File: src/rtl/sbu_pkg.sv
package sbu_pkg;
  typedef enum logic [1:0] {CC_LT = 2'd0, CC_EQ = 2'd1, CC_GT = 2'd2, CC_UN = 2'd3} cc_code_e;
  typedef enum logic [1:0] {OP_ALU = 2'd0, OP_BRA = 2'd1, OP_CAL = 2'd2, OP_RET = 2'd3} flow_op_e;

  localparam logic [2:0] REL_NE = 3'd5;
  localparam logic [2:0] REL_TR = 3'd7;

  // Relation bits: bit0 accepts LT, bit1 accepts EQ, bit2 accepts GT.
  function automatic logic rel_holds(input logic [2:0] rel, input logic [1:0] code);
    if (code == CC_UN) return (rel == REL_NE) || (rel == REL_TR);
    return rel[code];
  endfunction

  function automatic logic [1:0] classify(input logic neg, input logic zero, input logic nan);
    if (nan)  return CC_UN;
    if (zero) return CC_EQ;
    if (neg)  return CC_LT;
    return CC_GT;
  endfunction
endpackage

File: src/rtl/sbu_cc_unit.sv
module sbu_cc_unit
  import sbu_pkg::*;
#(
  parameter int LANES = 4,
  localparam int SEL_W = $clog2(LANES)
) (
  input  logic                    clk,
  input  logic                    rst_n,
  input  logic                    clear,
  input  logic                    upd_en,
  input  logic [LANES-1:0]        neg,
  input  logic [LANES-1:0]        zero,
  input  logic [LANES-1:0]        nan,
  input  logic [2:0]              rel,
  input  logic [LANES*SEL_W-1:0]  swz,
  output logic [2*LANES-1:0]      cc,
  output logic                    hit
);
  logic [1:0] lane_q [LANES];

  for (genvar i = 0; i < LANES; i++) begin : g_lane
    always_ff @(posedge clk or negedge rst_n) begin
      if (!rst_n)      lane_q[i] <= CC_EQ;
      else if (clear)  lane_q[i] <= CC_EQ;
      else if (upd_en) lane_q[i] <= classify(neg[i], zero[i], nan[i]);
    end
    assign cc[2*i +: 2] = lane_q[i];
  end

  always_comb begin
    hit = 1'b0;
    for (int i = 0; i < LANES; i++)
      if (rel_holds(rel, lane_q[swz[SEL_W*i +: SEL_W]])) hit = 1'b1;
  end


  cc_hold_chk: assert property (@(posedge clk) disable iff (!rst_n)
    (!upd_en && !clear) |=> $stable(cc));


  cc_clear_chk: assert property (@(posedge clk) disable iff (!rst_n)
    clear |=> (cc == {LANES{2'(CC_EQ)}}));
endmodule

File: src/rtl/sbu_ret_stack.sv
module sbu_ret_stack #(
  parameter int DEPTH = 4,
  parameter int W     = 9,
  localparam int CW   = $clog2(DEPTH + 1)
) (
  input  logic         clk,
  input  logic         rst_n,
  input  logic         clear,
  input  logic         push,
  input  logic         pop,
  input  logic [W-1:0] push_data,
  output logic [W-1:0] top,
  output logic         empty,
  output logic         full
);
  logic [CW-1:0] cnt;
  logic [W-1:0]  mem [DEPTH];

  always_ff @(posedge clk or negedge rst_n) begin
    if (!rst_n)     cnt <= '0;
    else if (clear) cnt <= '0;
    else if (push)  cnt <= cnt + CW'(1);
    else if (pop)   cnt <= cnt - CW'(1);
  end

  for (genvar i = 0; i < DEPTH; i++) begin : g_slot
    always_ff @(posedge clk or negedge rst_n) begin
      if (!rst_n)                                   mem[i] <= '0;
      else if (push && !clear && cnt == CW'(i))     mem[i] <= push_data;
    end
  end

  always_comb begin
    top = '0;
    for (int i = 0; i < DEPTH; i++)
      if (cnt == CW'(i + 1)) top = mem[i];
  end

  assign empty = (cnt == '0);
  assign full  = (cnt == CW'(DEPTH));


  no_overflow_chk: assert property (@(posedge clk) disable iff (!rst_n)
    push |-> !full);


  no_underflow_chk: assert property (@(posedge clk) disable iff (!rst_n)
    pop |-> !empty);
endmodule

File: src/rtl/sbu_exec_limit.sv
module sbu_exec_limit #(
  parameter int MAX_EXEC = 65536,
  localparam int CW = $clog2(MAX_EXEC + 1)
) (
  input  logic clk,
  input  logic rst_n,
  input  logic clear,
  input  logic inc,
  output logic last
);
  logic [CW-1:0] cnt;

  always_ff @(posedge clk or negedge rst_n) begin
    if (!rst_n)     cnt <= '0;
    else if (clear) cnt <= '0;
    else if (inc)   cnt <= cnt + CW'(1);
  end

  assign last = inc && (cnt == CW'(MAX_EXEC - 1));


  exec_bound_chk: assert property (@(posedge clk) disable iff (!rst_n)
    cnt <= CW'(MAX_EXEC));
endmodule

File: src/rtl/shader_branch_unit.sv
module shader_branch_unit
  import sbu_pkg::*;
#(
  parameter int LANES       = 4,
  parameter int PC_W        = 8,
  parameter int STACK_DEPTH = 4,
  parameter int AREG_W      = 16,
  parameter int MAX_EXEC    = 65536,
  localparam int SEL_W      = $clog2(LANES)
) (
  input  logic                    clk,
  input  logic                    rst_n,
  input  logic                    start,
  input  logic                    in_valid,
  output logic                    in_ready,
  input  logic [1:0]              in_op,
  input  logic [2:0]              in_rel,
  input  logic [LANES*SEL_W-1:0]  in_swz,
  input  logic                    in_indirect,
  input  logic [PC_W-1:0]         in_target,
  input  logic [SEL_W-1:0]        in_asel,
  input  logic [LANES*AREG_W-1:0] in_areg,
  input  logic                    in_ccupd,
  input  logic [LANES-1:0]        in_neg,
  input  logic [LANES-1:0]        in_zero,
  input  logic [LANES-1:0]        in_nan,
  output logic [PC_W-1:0]         pc,
  output logic                    run,
  output logic                    done,
  output logic                    err_stack,
  output logic                    err_target,
  output logic [2*LANES-1:0]      cc
);
  localparam logic signed [AREG_W-1:0] TGT_MAX = AREG_W'((1 << PC_W) - 1);

  logic              accept, hit, st_empty, st_full, lim_last;
  logic              push, pop, fin, set_et, set_es, end_now, ind_bad;
  logic [PC_W:0]     seq, nxt, st_top;
  logic [PC_W-1:0]   tgt;
  logic signed [AREG_W-1:0] ind_val;

  assign in_ready = run;
  assign accept   = in_valid && run;

  sbu_cc_unit #(.LANES(LANES)) u_cc (
    .clk(clk), .rst_n(rst_n), .clear(start), .upd_en(accept && in_ccupd),
    .neg(in_neg), .zero(in_zero), .nan(in_nan), .rel(in_rel), .swz(in_swz),
    .cc(cc), .hit(hit)
  );

  sbu_ret_stack #(.DEPTH(STACK_DEPTH), .W(PC_W + 1)) u_stack (
    .clk(clk), .rst_n(rst_n), .clear(start), .push(push), .pop(pop),
    .push_data(seq), .top(st_top), .empty(st_empty), .full(st_full)
  );

  sbu_exec_limit #(.MAX_EXEC(MAX_EXEC)) u_limit (
    .clk(clk), .rst_n(rst_n), .clear(start), .inc(accept), .last(lim_last)
  );

  assign ind_val = in_areg[AREG_W*in_asel +: AREG_W];
  assign ind_bad = in_indirect && (ind_val[AREG_W-1] || (ind_val > TGT_MAX));
  assign tgt     = in_indirect ? ind_val[PC_W-1:0] : in_target;
  assign seq     = {1'b0, pc} + (PC_W+1)'(1);

  always_comb begin
    nxt = seq; push = 1'b0; pop = 1'b0; fin = 1'b0; set_et = 1'b0; set_es = 1'b0;
    if (accept && hit) begin
      case (flow_op_e'(in_op))
        OP_BRA: begin
          if (ind_bad) set_et = 1'b1;
          else         nxt = {1'b0, tgt};
        end
        OP_CAL: begin
          set_et = ind_bad;
          set_es = st_full;
          if (!ind_bad && !st_full) begin
            push = 1'b1;
            nxt  = {1'b0, tgt};
          end
        end
        OP_RET: begin
          if (st_empty) fin = 1'b1;
          else begin
            pop = 1'b1;
            nxt = st_top;
          end
        end
        default: ;
      endcase
    end
  end

  assign end_now = accept && (fin || set_et || set_es || nxt[PC_W] || lim_last);

  always_ff @(posedge clk or negedge rst_n) begin
    if (!rst_n) begin
      pc <= '0; run <= 1'b0; done <= 1'b0; err_stack <= 1'b0; err_target <= 1'b0;
    end else if (start) begin
      pc <= '0; run <= 1'b1; done <= 1'b0; err_stack <= 1'b0; err_target <= 1'b0;
    end else begin
      done <= end_now;
      if (accept) begin
        pc <= nxt[PC_W-1:0];
        if (end_now) run <= 1'b0;
        if (set_es) err_stack  <= 1'b1;
        if (set_et) err_target <= 1'b1;
      end
    end
  end


  pc_hold_chk: assert property (@(posedge clk) disable iff (!rst_n)
    (!accept && !start) |=> $stable(pc));


  done_pulse_chk: assert property (@(posedge clk) disable iff (!rst_n)
    done |=> !done);


  run_end_done_chk: assert property (@(posedge clk) disable iff (!rst_n)
    $fell(run) |-> done);


  err_sticky_chk: assert property (@(posedge clk) disable iff (!rst_n)
    ((err_stack || err_target) && !start) |=> (err_stack || err_target));
endmodule

File: config.mk
export PLATFORM = sky130hd
export DESIGN_NAME = shader_branch_unit
export DESIGN_NICKNAME = d
export VERILOG_FILES = /design/src/rtl/sbu_pkg.sv /design/src/rtl/sbu_cc_unit.sv /design/src/rtl/sbu_ret_stack.sv /design/src/rtl/sbu_exec_limit.sv /design/src/rtl/shader_branch_unit.sv
export SDC_FILE = /design/constraint.sdc
export NUM_CORES = 1
export LEC_CHECK = 0
export BUFFER_PORTS_ARGS = -buffer_cell sky130_fd_sc_hd__buf_2
export CORE_UTILIZATION = 54
export CTS_CLUSTER_DIAMETER = 200
export DETAILED_ROUTE_END_ITERATION = 7
export GPL_ROUTABILITY_DRIVEN = 0
export HOLD_SLACK_MARGIN = 0.08
export PLACE_DENSITY_LB_ADDON = 0.12
export SLEW_MARGIN = 20
export SYNTH_ARGS = -nofsm -noshare
export SYNTH_HDL_FRONTEND = slang
export SYNTH_SLANG_ARGS = --single-unit
File: constraint.sdc
create_clock -name clk -period 3.8 [get_ports clk]
set_input_delay 0.76 -clock clk [delete_from_list [all_inputs] [get_ports clk]]
set_output_delay 0.76 -clock clk [all_outputs]
set_load 0.005 [all_outputs]
==> impl_metrics.tcl <==
set metrics [dict create \
    violations "DRC" \
    ant_nets 0 \
    post-synth-top-area-fraction_pct 36.1 \
    grt-ovfl-total 0 \
    core-area_sq_um 8850 \
    gr-usage-all-layers_pct 29.9 \
    dr.pass1.iters 7 \
    synth_seq_area_share_pct 38.2 \
    rr_startpoint "u_cc.cc[5]" \
    mostFrequentLayoutCells "buf_2 (124), dfrtp_1 (72), nor2_1 (45)" \
    drv_slew 0 \
    io_buffers 125 \
    die_w_um 98.2 \
    cts-resized-gates 0 \
    ys_ff_latch 76 \
    yosys_warnings 0 \
    numCtsBuffers 9 \
    cp_max_fo 14 \
    r2r_slack_ns 0.90 \
    area_growth_pct 19.6 \
    leakagePower_uw 0.00274 \
    drt_wl_total_um 13900 \
    rows 34 \
    clock-skew-final_ns 0.0104 \
    vias_per_cell 6.20 \
    peakVddDrop_mv 0.223 \
    fin_tns_setup_ns 0 \
    worstMarginPinSlew_ns 0.970 \
    first_global_vias 4496 \
    utilization_pct 67.5 \
    rsz0062_at_grt "no" \
    synthesis.nets 608 \
    relSlewSlack_pct 35.3 \
    route.detailed.drc 2 \
    min_path_cells 1 \
    place_inst 710 \
    power_density_nw_per_um2 346 \
    max_freq_mhz 339 \
    grt_pass1_wl_um 22600 \
    clock-root-buffer "clkbuf_8" \
    drive_above_1_share_pct 33.8 \
    holdWs_ns 0.493 \
    final_cells 726 \
    min_period_over_period_pct 77.6 \
    hold_buffers 0 \
    ios 126 \
    grt_max_degree 77 \
    syn_avg_cell_area_sq_um 10.2 \
    syn-cell-area_sq_um 4990 \
    startpoint_type "input pin" \
    r2r_end "u_stack.mem[2]" \
    period_minus_slack_ns 2.95 \
    wire_per_inst_um 19.1 \
    layout.nets 731 \
    synth.top_cells.by_area "dfrtp_1 (36%), mux4_2 (7.7%), mux2_2 (7.2%)" \
    diodes 0 \
    synthCells 490 \
    clock_latency_ns 0.35 \
    dp_hpwl_um 10300 \
    r2r_cells 7 \
    hp-class "register to register" \
    synth_edf_count 0 \
    cts_setup_buffers 0 \
    whs_endpoint "u_stack.mem[28]" \
    antenna_found_initial 0 \
    worstPathArrival_ns 3.18 \
    die_h_um 98.2 \
    drt_iter0_markers 230 \
    setup-violations-final 0 \
    finalHoldViolations 0 \
    critPathCaptureType "register" \
    required_ns 4.03 \
    cts_buffer_depth 2 \
    yosysUniqueCellTypes 59 \
    clk_pin_slew_ns 0.08 \
    yosysTopAreaCell "dfrtp_1" \
    numClockSinks 76 \
    async_reset_ff_share_pct 100 \
    min-delay-start "u_stack.mem[28]" \
    maxCapViolCount 0 \
    tritoncts "built" \
    dieArea_sq_um 9640 \
    start_util_pct 56.4 \
    outcome "complete, but fails checks" \
    layout_commonest_cell "buf_2" \
    htreeDepth 3 \
    path_class "input pin to register" \
    routed-via-count 4504 \
    synth-main-ff-cell "dfrtp_1" \
    fillers 734 \
]
## layer usage
metal	GRT usage (%)	routed length [um]	up-vias
met5	0	0	-
met4	9.41	261	0
met3	7.30	881	25
met2	49.5	6830	179
met1	38.7	5910	2209
li1	-	-	2091
## state kept, by name (all words and copies together) (netlist names)
register / flops
u_limit.cnt: 17
u_stack.mem: 36
u_cc.cc: 8
pc: 8
err_stack: 1
u_stack.cnt: 3
err_target: 1
in_ready: 1
done: 1
## kinds of logic after synthesis
group | share of synthesized area [%]
compound gates | 14.8
flops | 38.2
mux | 18.8
buf+inv | 3.03
fa+ha+maj | 3.26
simple gates | 18.2
xor+xnor | 3.86
## final cells by class
type | instances | area, sq um | share of cell area, %
flip-flops and latches | 76 | 1910 | 31.9
repair buffers | 133 | 688 | 11.5
multi-input cells | 377 | 2940 | 49.2
inverters | 16 | 60.1 | 1.01
clock inverters | 5 | 106 | 1.78
clock buffers | 11 | 141 | 2.37
well taps | 108 | 135 | 2.26
## worst max-delay path, stage by stage
cell and delay (ns):
buf_2 0.11, mux4_2 0.55, o22ai_1 0.20, a2bb2oi_1 0.11, and4_1 0.20, buf_4 0.21, nor4_4 0.61, mux2_2 0.42
## through the flow
| step | cell area (sq um) | total power (uW) | worst slack [ns] |
|---|---|---|---|
| floorplan | 4990 | 1150 | 0.915 |
| global placement | 5730 | 1300 | 0.599 |
| detailed placement | 5730 | 1320 | 0.531 |
| CTS | 5970 | 2080 | 0.875 |
| global route | 5970 | 2160 | 0.715 |
| finish | 5970 | 2070 | 0.852 |
## synthesized netlist by cell type (all sizes together) (5+ instances only)
library cell / number
nand2b: 9
nand4: 9
buf: 7
nor3: 9
nand3b: 8
a31oi: 5
mux2: 35
nor4: 9
mux4: 17
inv: 16
a311oi: 6
xnor2: 8
nor2: 45
o211ai: 5
ha: 13
nand3: 16
clkbuf: 14
a21oi: 19
and2: 6
o31ai: 11
nor2b: 7
dfrtp: 72
mux2i: 16
nand2: 39
o21ai: 17
xor2: 14
## how the worst max path moves through the flow
| stage | startpoint | endpoint | slack, ns | cells past startpoint |
|---|---|---|---|---|
| after floorplan | in_swz[2] | u_stack.mem[29] | 0.92 | 7 |
| after global placement | in_swz[2] | u_stack.mem[32] | 0.60 | 8 |
| after detailed placement | in_swz[2] | u_stack.mem[14] | 0.53 | 8 |
| after CTS | in_swz[2] | u_stack.mem[3] | 0.87 | 8 |
| after global routing | in_swz[2] | u_stack.mem[3] | 0.71 | 8 |
| final | in_swz[2] | u_stack.mem[2] | 0.85 | 8 |
## power breakdown
group          internal (uW)  leakage [uW]  total (uW)  switching [uW]
logic                    182       0.00160         409             227
registers                850       0.00101         898            48.0
clock network            457      0.000120         762             305
(Power assumes the default switching activity.)
